[src/rtl/fuse_autoread_pkg.sv]
package fuse_autoread_pkg;

   localparam logic [7:0] OFS_STATUS = 8'h18;
   localparam logic [7:0] OFS_MASK   = 8'h1C;
   localparam logic [7:0] OFS_DATA   = 8'h20;
   localparam logic [7:0] OFS_CTRL   = 8'h24;

   localparam int CTRL_EN_BIT   = 0;
   localparam int CTRL_REQ_BIT  = 1;
   localparam int CTRL_ADDR_LSB = 16;

   typedef enum logic {SQ_IDLE, SQ_BUSY} seq_state_t;

   function automatic logic [31:0] fuse_word(input logic [31:0] seed, input int unsigned idx);
      logic [31:0] prod;
      prod = 32'(idx) * 32'h9E37_79B9;
      return seed ^ prod;
   endfunction

endpackage

[src/rtl/fuse_rom.sv]
module fuse_rom
   import fuse_autoread_pkg::*;
#(
   parameter int          WORDS  = 32,
   parameter int          ADDR_W = 10,
   parameter logic [31:0] SEED   = 32'hC0DE_5EED
) (
   input  logic [ADDR_W-1:0] word_addr,
   output logic [31:0]       word_out
);
   localparam int IDX_W = $clog2(WORDS);

   logic [31:0] table_w [WORDS];

   generate
      for (genvar g = 0; g < WORDS; g++) begin : g_word
         assign table_w[g] = fuse_word(SEED, g);
      end
   endgenerate

   logic in_range;
   assign in_range = (word_addr < ADDR_W'(WORDS));

   always_comb begin
      word_out = '0;
      if (in_range) word_out = table_w[word_addr[IDX_W-1:0]];
   end
endmodule

[src/rtl/fuse_seq.sv]
module fuse_seq
   import fuse_autoread_pkg::*;
#(
   parameter int LATENCY = 8
) (
   input  logic clk,
   input  logic rst_n,
   input  logic start,
   output logic busy,
   output logic complete
);
   localparam int CNT_W = $clog2(LATENCY + 1);

   seq_state_t       state_q;
   logic [CNT_W-1:0] cnt_q;

   assign busy     = (state_q == SQ_BUSY);
   assign complete = busy && (cnt_q == '0);

   always_ff @(posedge clk or negedge rst_n) begin
      if (!rst_n) begin
         state_q <= SQ_IDLE;
         cnt_q   <= '0;
      end else begin
         case (state_q)
            SQ_IDLE: if (start) begin
               state_q <= SQ_BUSY;
               cnt_q   <= CNT_W'(LATENCY - 1);
            end
            SQ_BUSY: begin
               if (cnt_q == '0) state_q <= SQ_IDLE;
               else             cnt_q   <= cnt_q - 1'b1;
            end
            default: state_q <= SQ_IDLE;
         endcase
      end
   end

   // an access never lasts longer than LATENCY edges
   a_r5_count_bound: assert property (@(posedge clk) disable iff (!rst_n)
      busy |-> (cnt_q <= CNT_W'(LATENCY - 1)));
   // an idle sequencer leaves idle only on a start pulse
   a_r3_start_only: assert property (@(posedge clk) disable iff (!rst_n)
      (!busy && !start) |=> !busy);
endmodule

[src/rtl/fuse_csr.sv]
module fuse_csr
   import fuse_autoread_pkg::*;
#(
   parameter int ADDR_W = 10
) (
   input  logic              clk,
   input  logic              rst_n,
   input  logic              bus_en,
   input  logic              bus_we,
   input  logic [7:0]        bus_addr,
   input  logic [31:0]       bus_wdata,
   input  logic              bus_secure,
   output logic [31:0]       bus_rdata,
   input  logic              busy,
   input  logic              complete,
   input  logic [31:0]       fetched,
   output logic              start,
   output logic [ADDR_W-1:0] word_addr,
   output logic              sec_q,
   output logic              req_q,
   output logic              done_q,
   output logic              mask_q
);
   logic        en_q;
   logic [31:0] data_q;
   logic        wr, ctrl_wr, stat_clr;

   assign wr       = bus_en && bus_we;
   assign ctrl_wr  = wr && (bus_addr == OFS_CTRL) && !busy;
   assign start    = ctrl_wr && bus_wdata[CTRL_EN_BIT] && bus_wdata[CTRL_REQ_BIT];
   assign stat_clr = wr && (bus_addr == OFS_STATUS) && bus_wdata[0];

   always_ff @(posedge clk or negedge rst_n) begin
      if (!rst_n) begin
         en_q      <= 1'b0;
         req_q     <= 1'b0;
         word_addr <= '0;
         sec_q     <= 1'b0;
         data_q    <= '0;
         done_q    <= 1'b0;
         mask_q    <= 1'b0;
      end else begin
         if (ctrl_wr) begin
            en_q      <= bus_wdata[CTRL_EN_BIT];
            req_q     <= start;
            word_addr <= bus_wdata[CTRL_ADDR_LSB +: ADDR_W];
            if (start) sec_q <= bus_secure;
         end
         if (complete) begin
            req_q  <= 1'b0;
            data_q <= fetched;
         end
         if (complete)      done_q <= 1'b1;
         else if (stat_clr) done_q <= 1'b0;
         if (wr && (bus_addr == OFS_MASK)) mask_q <= bus_wdata[0];
      end
   end

   always_comb begin
      bus_rdata = '0;
      case (bus_addr)
         OFS_STATUS: bus_rdata[0] = done_q;
         OFS_MASK:   bus_rdata[0] = mask_q;
         OFS_DATA:   bus_rdata    = data_q;
         OFS_CTRL: begin
            bus_rdata[CTRL_EN_BIT]              = en_q;
            bus_rdata[CTRL_REQ_BIT]             = req_q;
            bus_rdata[CTRL_ADDR_LSB +: ADDR_W]  = word_addr;
         end
         default: bus_rdata = '0;
      endcase
   end

   // a control write during an access leaves the address untouched
   a_r6_busy_write_ignored: assert property (@(posedge clk) disable iff (!rst_n)
      (busy && wr && bus_addr == OFS_CTRL) |=> $stable(word_addr));
   // the flag only falls after a write of one to it
   a_r9_w1c_only: assert property (@(posedge clk) disable iff (!rst_n)
      $fell(done_q) |-> $past(wr && bus_addr == OFS_STATUS && bus_wdata[0]));
   // data changes only on a completion edge
   a_r11_data_hold: assert property (@(posedge clk) disable iff (!rst_n)
      !complete |=> $stable(data_q));
endmodule

[src/rtl/fuse_autoread.sv]
module fuse_autoread
   import fuse_autoread_pkg::*;
#(
   parameter int          WORDS        = 32,
   parameter int          SECURE_WORDS = 24,
   parameter int          LATENCY      = 8,
   parameter logic [31:0] SEED         = 32'hC0DE_5EED
) (
   input  logic        clk,
   input  logic        rst_n,
   input  logic        bus_en,
   input  logic        bus_we,
   input  logic [7:0]  bus_addr,
   input  logic [31:0] bus_wdata,
   input  logic        bus_secure,
   output logic [31:0] bus_rdata,
   output logic        irq
);
   localparam int ADDR_W = 10;

   generate
      if (LATENCY < 1)              $error("LATENCY must be at least 1");
      if (WORDS < 2 || WORDS > 1024) $error("WORDS must lie in 2..1024");
      if (SECURE_WORDS < 0 || SECURE_WORDS > WORDS) $error("SECURE_WORDS must lie in 0..WORDS");
   endgenerate

   logic              start, busy, complete;
   logic [ADDR_W-1:0] word_addr;
   logic              sec_q, req_q, done_q, mask_q;
   logic [31:0]       rom_word, fetched;

   fuse_seq #(.LATENCY(LATENCY)) u_seq (
      .clk(clk), .rst_n(rst_n), .start(start), .busy(busy), .complete(complete)
   );

   fuse_rom #(.WORDS(WORDS), .ADDR_W(ADDR_W), .SEED(SEED)) u_rom (
      .word_addr(word_addr), .word_out(rom_word)
   );

   generate
      if (SECURE_WORDS > 0) begin : g_split
         assign fetched = (sec_q || word_addr >= ADDR_W'(SECURE_WORDS)) ? rom_word : '0;
      end else begin : g_open
         assign fetched = rom_word;
      end
   endgenerate

   fuse_csr #(.ADDR_W(ADDR_W)) u_csr (
      .clk(clk), .rst_n(rst_n),
      .bus_en(bus_en), .bus_we(bus_we), .bus_addr(bus_addr),
      .bus_wdata(bus_wdata), .bus_secure(bus_secure), .bus_rdata(bus_rdata),
      .busy(busy), .complete(complete), .fetched(fetched),
      .start(start), .word_addr(word_addr), .sec_q(sec_q),
      .req_q(req_q), .done_q(done_q), .mask_q(mask_q)
   );

   assign irq = done_q & mask_q;

   // request bit reads set for the whole access
   a_r4_req_while_busy: assert property (@(posedge clk) disable iff (!rst_n)
      busy |-> req_q);
   // the completion edge of the sequencer sets the flag
   a_r5_done_on_complete: assert property (@(posedge clk) disable iff (!rst_n)
      complete |=> done_q);
   // with the mask clear no interrupt is seen
   a_r10_masked_quiet: assert property (@(posedge clk) disable iff (!rst_n)
      !mask_q |-> !irq);
endmodule

[config.mk]
export PLATFORM = sky130hd
export DESIGN_NAME = fuse_autoread
export DESIGN_NICKNAME = d
export VERILOG_FILES = /design/src/rtl/fuse_autoread_pkg.sv /design/src/rtl/fuse_rom.sv /design/src/rtl/fuse_seq.sv /design/src/rtl/fuse_csr.sv /design/src/rtl/fuse_autoread.sv
export SDC_FILE = /design/constraint.sdc
export NUM_CORES = 1
export LEC_CHECK = 0
export ABC_CLOCK_PERIOD_IN_PS = 7630
export BUFFER_PORTS_ARGS = -buffer_cell sky130_fd_sc_hd__buf_4
export CORE_MARGIN = 10
export CORE_UTILIZATION = 45
export DETAILED_ROUTE_END_ITERATION = 10
export GPL_ROUTABILITY_DRIVEN = 0
export PLACE_DENSITY = 0.77
export SETUP_SLACK_MARGIN = 0.02
export SYNTH_ARGS = -nofsm -noshare
export SYNTH_HDL_FRONTEND = slang
export SYNTH_SLANG_ARGS = --single-unit
[constraint.sdc]
create_clock -name clk -period 7.63 [get_ports clk]
set_clock_uncertainty 0.1 [all_clocks]
set_input_delay 0.763 -clock clk [delete_from_list [all_inputs] [get_ports clk]]
set_output_delay 0.763 -clock clk [all_outputs]
set_load 0.02 [all_outputs]
==> flow_summary_export.csv <==
group,metric,value,unit
synth,synth_edf_count,0,
final_layout,antenna_cells,0,
clock_tree,htree_levels,2,
clock_tree,cts_resized,0,
placed_design,dp_hpwl,6410,microns
synth,synth_seq_area_share,0.371,
synth,syn-num-nets,455,
outcome,run_status,"complete, no violations",
grt,track_usage,0.158,
route,routed-via-count,3208,
clock_tree,clock_sinks,52,
route,routed_wl,9310,microns
pwr,vdd_drop_max,0.0000686,V
synth,async_reset_ff_frac,1.00,
worst_setup_path,cp.required,6770,ps
route,routedWlPerCell,17.4,microns
timing,fin_crit,3120,ps
worst_setup_path,critPathKind,"in -> out",
worst_setup_path,crit_path_max_fanout,31,
grt,grt_pass1_vias,3135,
synth,yosys_warnings,0,
pwr,p_clk_frac,0.301,
floorplan,boundaryPins,78,
timing,rsz0062_at_grt,"false",
final_layout,fin_nets,491,
final_layout,nFillCells,727,
synth,yosys_most_used_dff,"dfrtp_1",
pwr,leakage,1.85,nW
worst_setup_path,arrival,2250,ps
synth,synth_seq_cells,52,
route,antenna_left,0,
route,drc,0,
synth,netlist_area,3500,sq um
clock_tree,cts_buffers,5,
clock_tree,cts_hold_buf,0,
route,vias_per_cell,5.99,
floorplan,die_w,108,microns
floorplan,initial_utilization,0.458,
flow_run,maxCapViolations,0,
timing,fin_tns_setup,0,ps
placed_design,portBuffers,57,
synth,avgSynthCellArea,8.83,sq um
floorplan,die_area,11700,sq um
timing,setup_viol,0,
grt,overflow,0,
floorplan,rows,32,
worst_setup_path,startpoint_type,"input pin",
clock_tree,clk_pin_slew,100,ps
synth,synth_cell_types,57,
timing,fin_crit_sh,0.409,
placed_design,placedCellCount,528,
grt,antenna_found_initial,0,
synth,syn_inst,397,
pwr,cellPowerDensity,133,nW/um^2
clock_tree,clkLatencyLatePin,310,ps
hold_path,worstHoldPathType,"in -> async",
clock_tree,clockBufferDepth,2,
route,drt_iter0_markers,282,
timing,slew_headroom,0.148,
pwr,p_sw_frac,0.291,
route,firstDrtPassIters,5,
pwr,pwr-share-comb,0.175,
floorplan,core,7650,sq um
grt,grt_pass1_wl,15400,microns
floorplan,die_h,108,microns
timing,final_hold_viol_count,0,
final_layout,final_layout_size_suffix_gt1_frac,0.214,
clock_tree,post_cts_buffers,0,
pwr,netSwitchingPower,0.000158,W
clock_tree,cts_tree,"built",
timing,maxSlewViolCount,0,
pwr,internal-power,0.000385,W
clock_tree,clockRootBuffer,"clkbuf_8",
timing,max_freq,321,MHz
timing,worstMarginPinSlew,1270,ps
grt,grt_max_degree,54,
final_layout,final_cells,536,
pwr,pwr-share-seq,0.524,
worst_setup_path,critPathCaptureType,"output pin",
final_layout,synthToLayoutAreaGrowth,16.2,%
==> cell families (layout without fill, tap and decap cells) <==
family                     count (synthesis)  after routing  synth area share
and+or+nand+nor                          141            141             0.214
AOI/OAI and AO/OA                        127            127             0.245
DFF                                       52             52             0.371
adders and majority gates                 13             13            0.0464
buffers and inverters                     43             80            0.0468
xor gates and xnor gates                   2              2           0.00500
muxes                                     19             19            0.0714
==> synthesized netlist by cell type (all sizes together) (5+ instances only) <==
cell,instances,area (sq um)
a211o,5,43.8
a21oi,21,105
a22o,18,158
and2,24,150
buf,7,28.8
clkbuf,27,101
dfrtp,52,1300
ha,13,163
inv,8,30.0
mux2,8,90.1
mux2i,7,70.1
nand2,41,154
nand2b,11,68.8
nor2,24,90.1
nor2b,9,56.3
nor3,9,45.0
nor4,6,58.8
o21ai,39,195
==> stage by stage <==
step	cell area (sq um)	hold slack [ps]	total power [W]	util	setup slack (ps)
5_1_grt	4070	416	0.000570	0.532	4420
4_1_cts	4070	388	0.000545	0.532	4490
2_1_floorplan	3500	340	0.000351	-	4570
3_5_place_dp	3980	364	0.000383	0.520	4450
6_report	4070	362	0.000542	0.532	4510
3_3_place_gp	3980	360	0.000380	0.520	4460
==> layer usage <==
layer  part of all wire  up-vias  track usage
met1               0.44     1526        0.206
li1                   -     1513            -
met2               0.45      145        0.244
met3              0.085       24       0.0410
met4              0.030        0       0.0650
met5                  0        -            0
==> registers in the layout, summed over array words and instances (netlist names) <==
name             count
u_csr.mask_q         1
u_csr.done_q         1
u_csr.req_q          1
u_csr.data_q        32
u_csr.en_q           1
u_seq.busy           1
u_csr.word_addr     10
u_seq.cnt_q          4
u_csr.sec_q          1
==> layout make-up <==
class,instances,area (sq um),share of cell area
Clock buffer,5,68.8,0.0169
Clock inverter,3,22.5,0.00553
Inverter,9,33.8,0.00830
Multi-Input combinational cell,302,2040,0.502
Sequential cell,52,1300,0.320
Tap cell,102,128,0.0313
Timing Repair Buffer,63,473,0.116
==> cell usage in the layout (no fill, tap or decap), types with 3 or more instances in the layout <==
cell      synthesis  layout
a211o_1           5       5
a211oi_1          4       4
a21oi_1          21      21
a221oi_1          3       3
a22o_1           18      18
a22oi_1           3       3
a31oi_1           3       3
a32o_1            3       3
and2_1           24      24
buf_4             0      63
clkbuf_8          0       5
dfrtp_1          52      52
ha_1             13      13
inv_1             8       8
mux2_2            7       7
mux2i_1           7       7
mux4_2            4       4
nand2_1          41      41
nand2b_1         11      11
nor2_1           24      24
nor2b_1           9       9
nor3_1            9       8
nor4_1            4       4
o211ai_1          4       4
o21a_1            3       3
o21ai_0          39      39
o22ai_1           3       3
o31ai_1           3       3
or3_1             3       3
==> worst max-delay path, cell delays in order <==
cell	delay, ps
buf_4	110
or4b_4	580
nor3_2	120
buf_4	310
a22o_1	220
buf_4	150
==> power by group through the flow <==
stage,Clock (W),Combinational [W],Sequential (W)
2_1_floorplan,0,0.0000630,0.000288
3_3_place_gp,0,0.0000909,0.000290
3_5_place_dp,0,0.0000928,0.000290
4_1_cts,0.000167,0.0000937,0.000284
5_1_grt,0.000180,0.000105,0.000285
6_report,0.000163,0.0000949,0.000284
==> path summary, 6_finish.rpt <==
path                                            to          startpoint  slack, ps  cells after the start
min in group clk                  u_csr.data_q[28]    u_csr.data_q[28]        380                      2
worst min-delay path            u_csr.word_addr[7]               rst_n        360                      1
max in group asynchronous         u_csr.data_q[30]               rst_n       6640                      1
worst max-delay path                 bus_rdata[16]         bus_addr[3]       4510                      6
worst max register to register    u_csr.data_q[12]  u_csr.word_addr[1]       4740                      6
worst min register to register    u_csr.data_q[28]    u_csr.data_q[28]        380                      2
No activity file was read; power rests on OpenSTA's default activity.
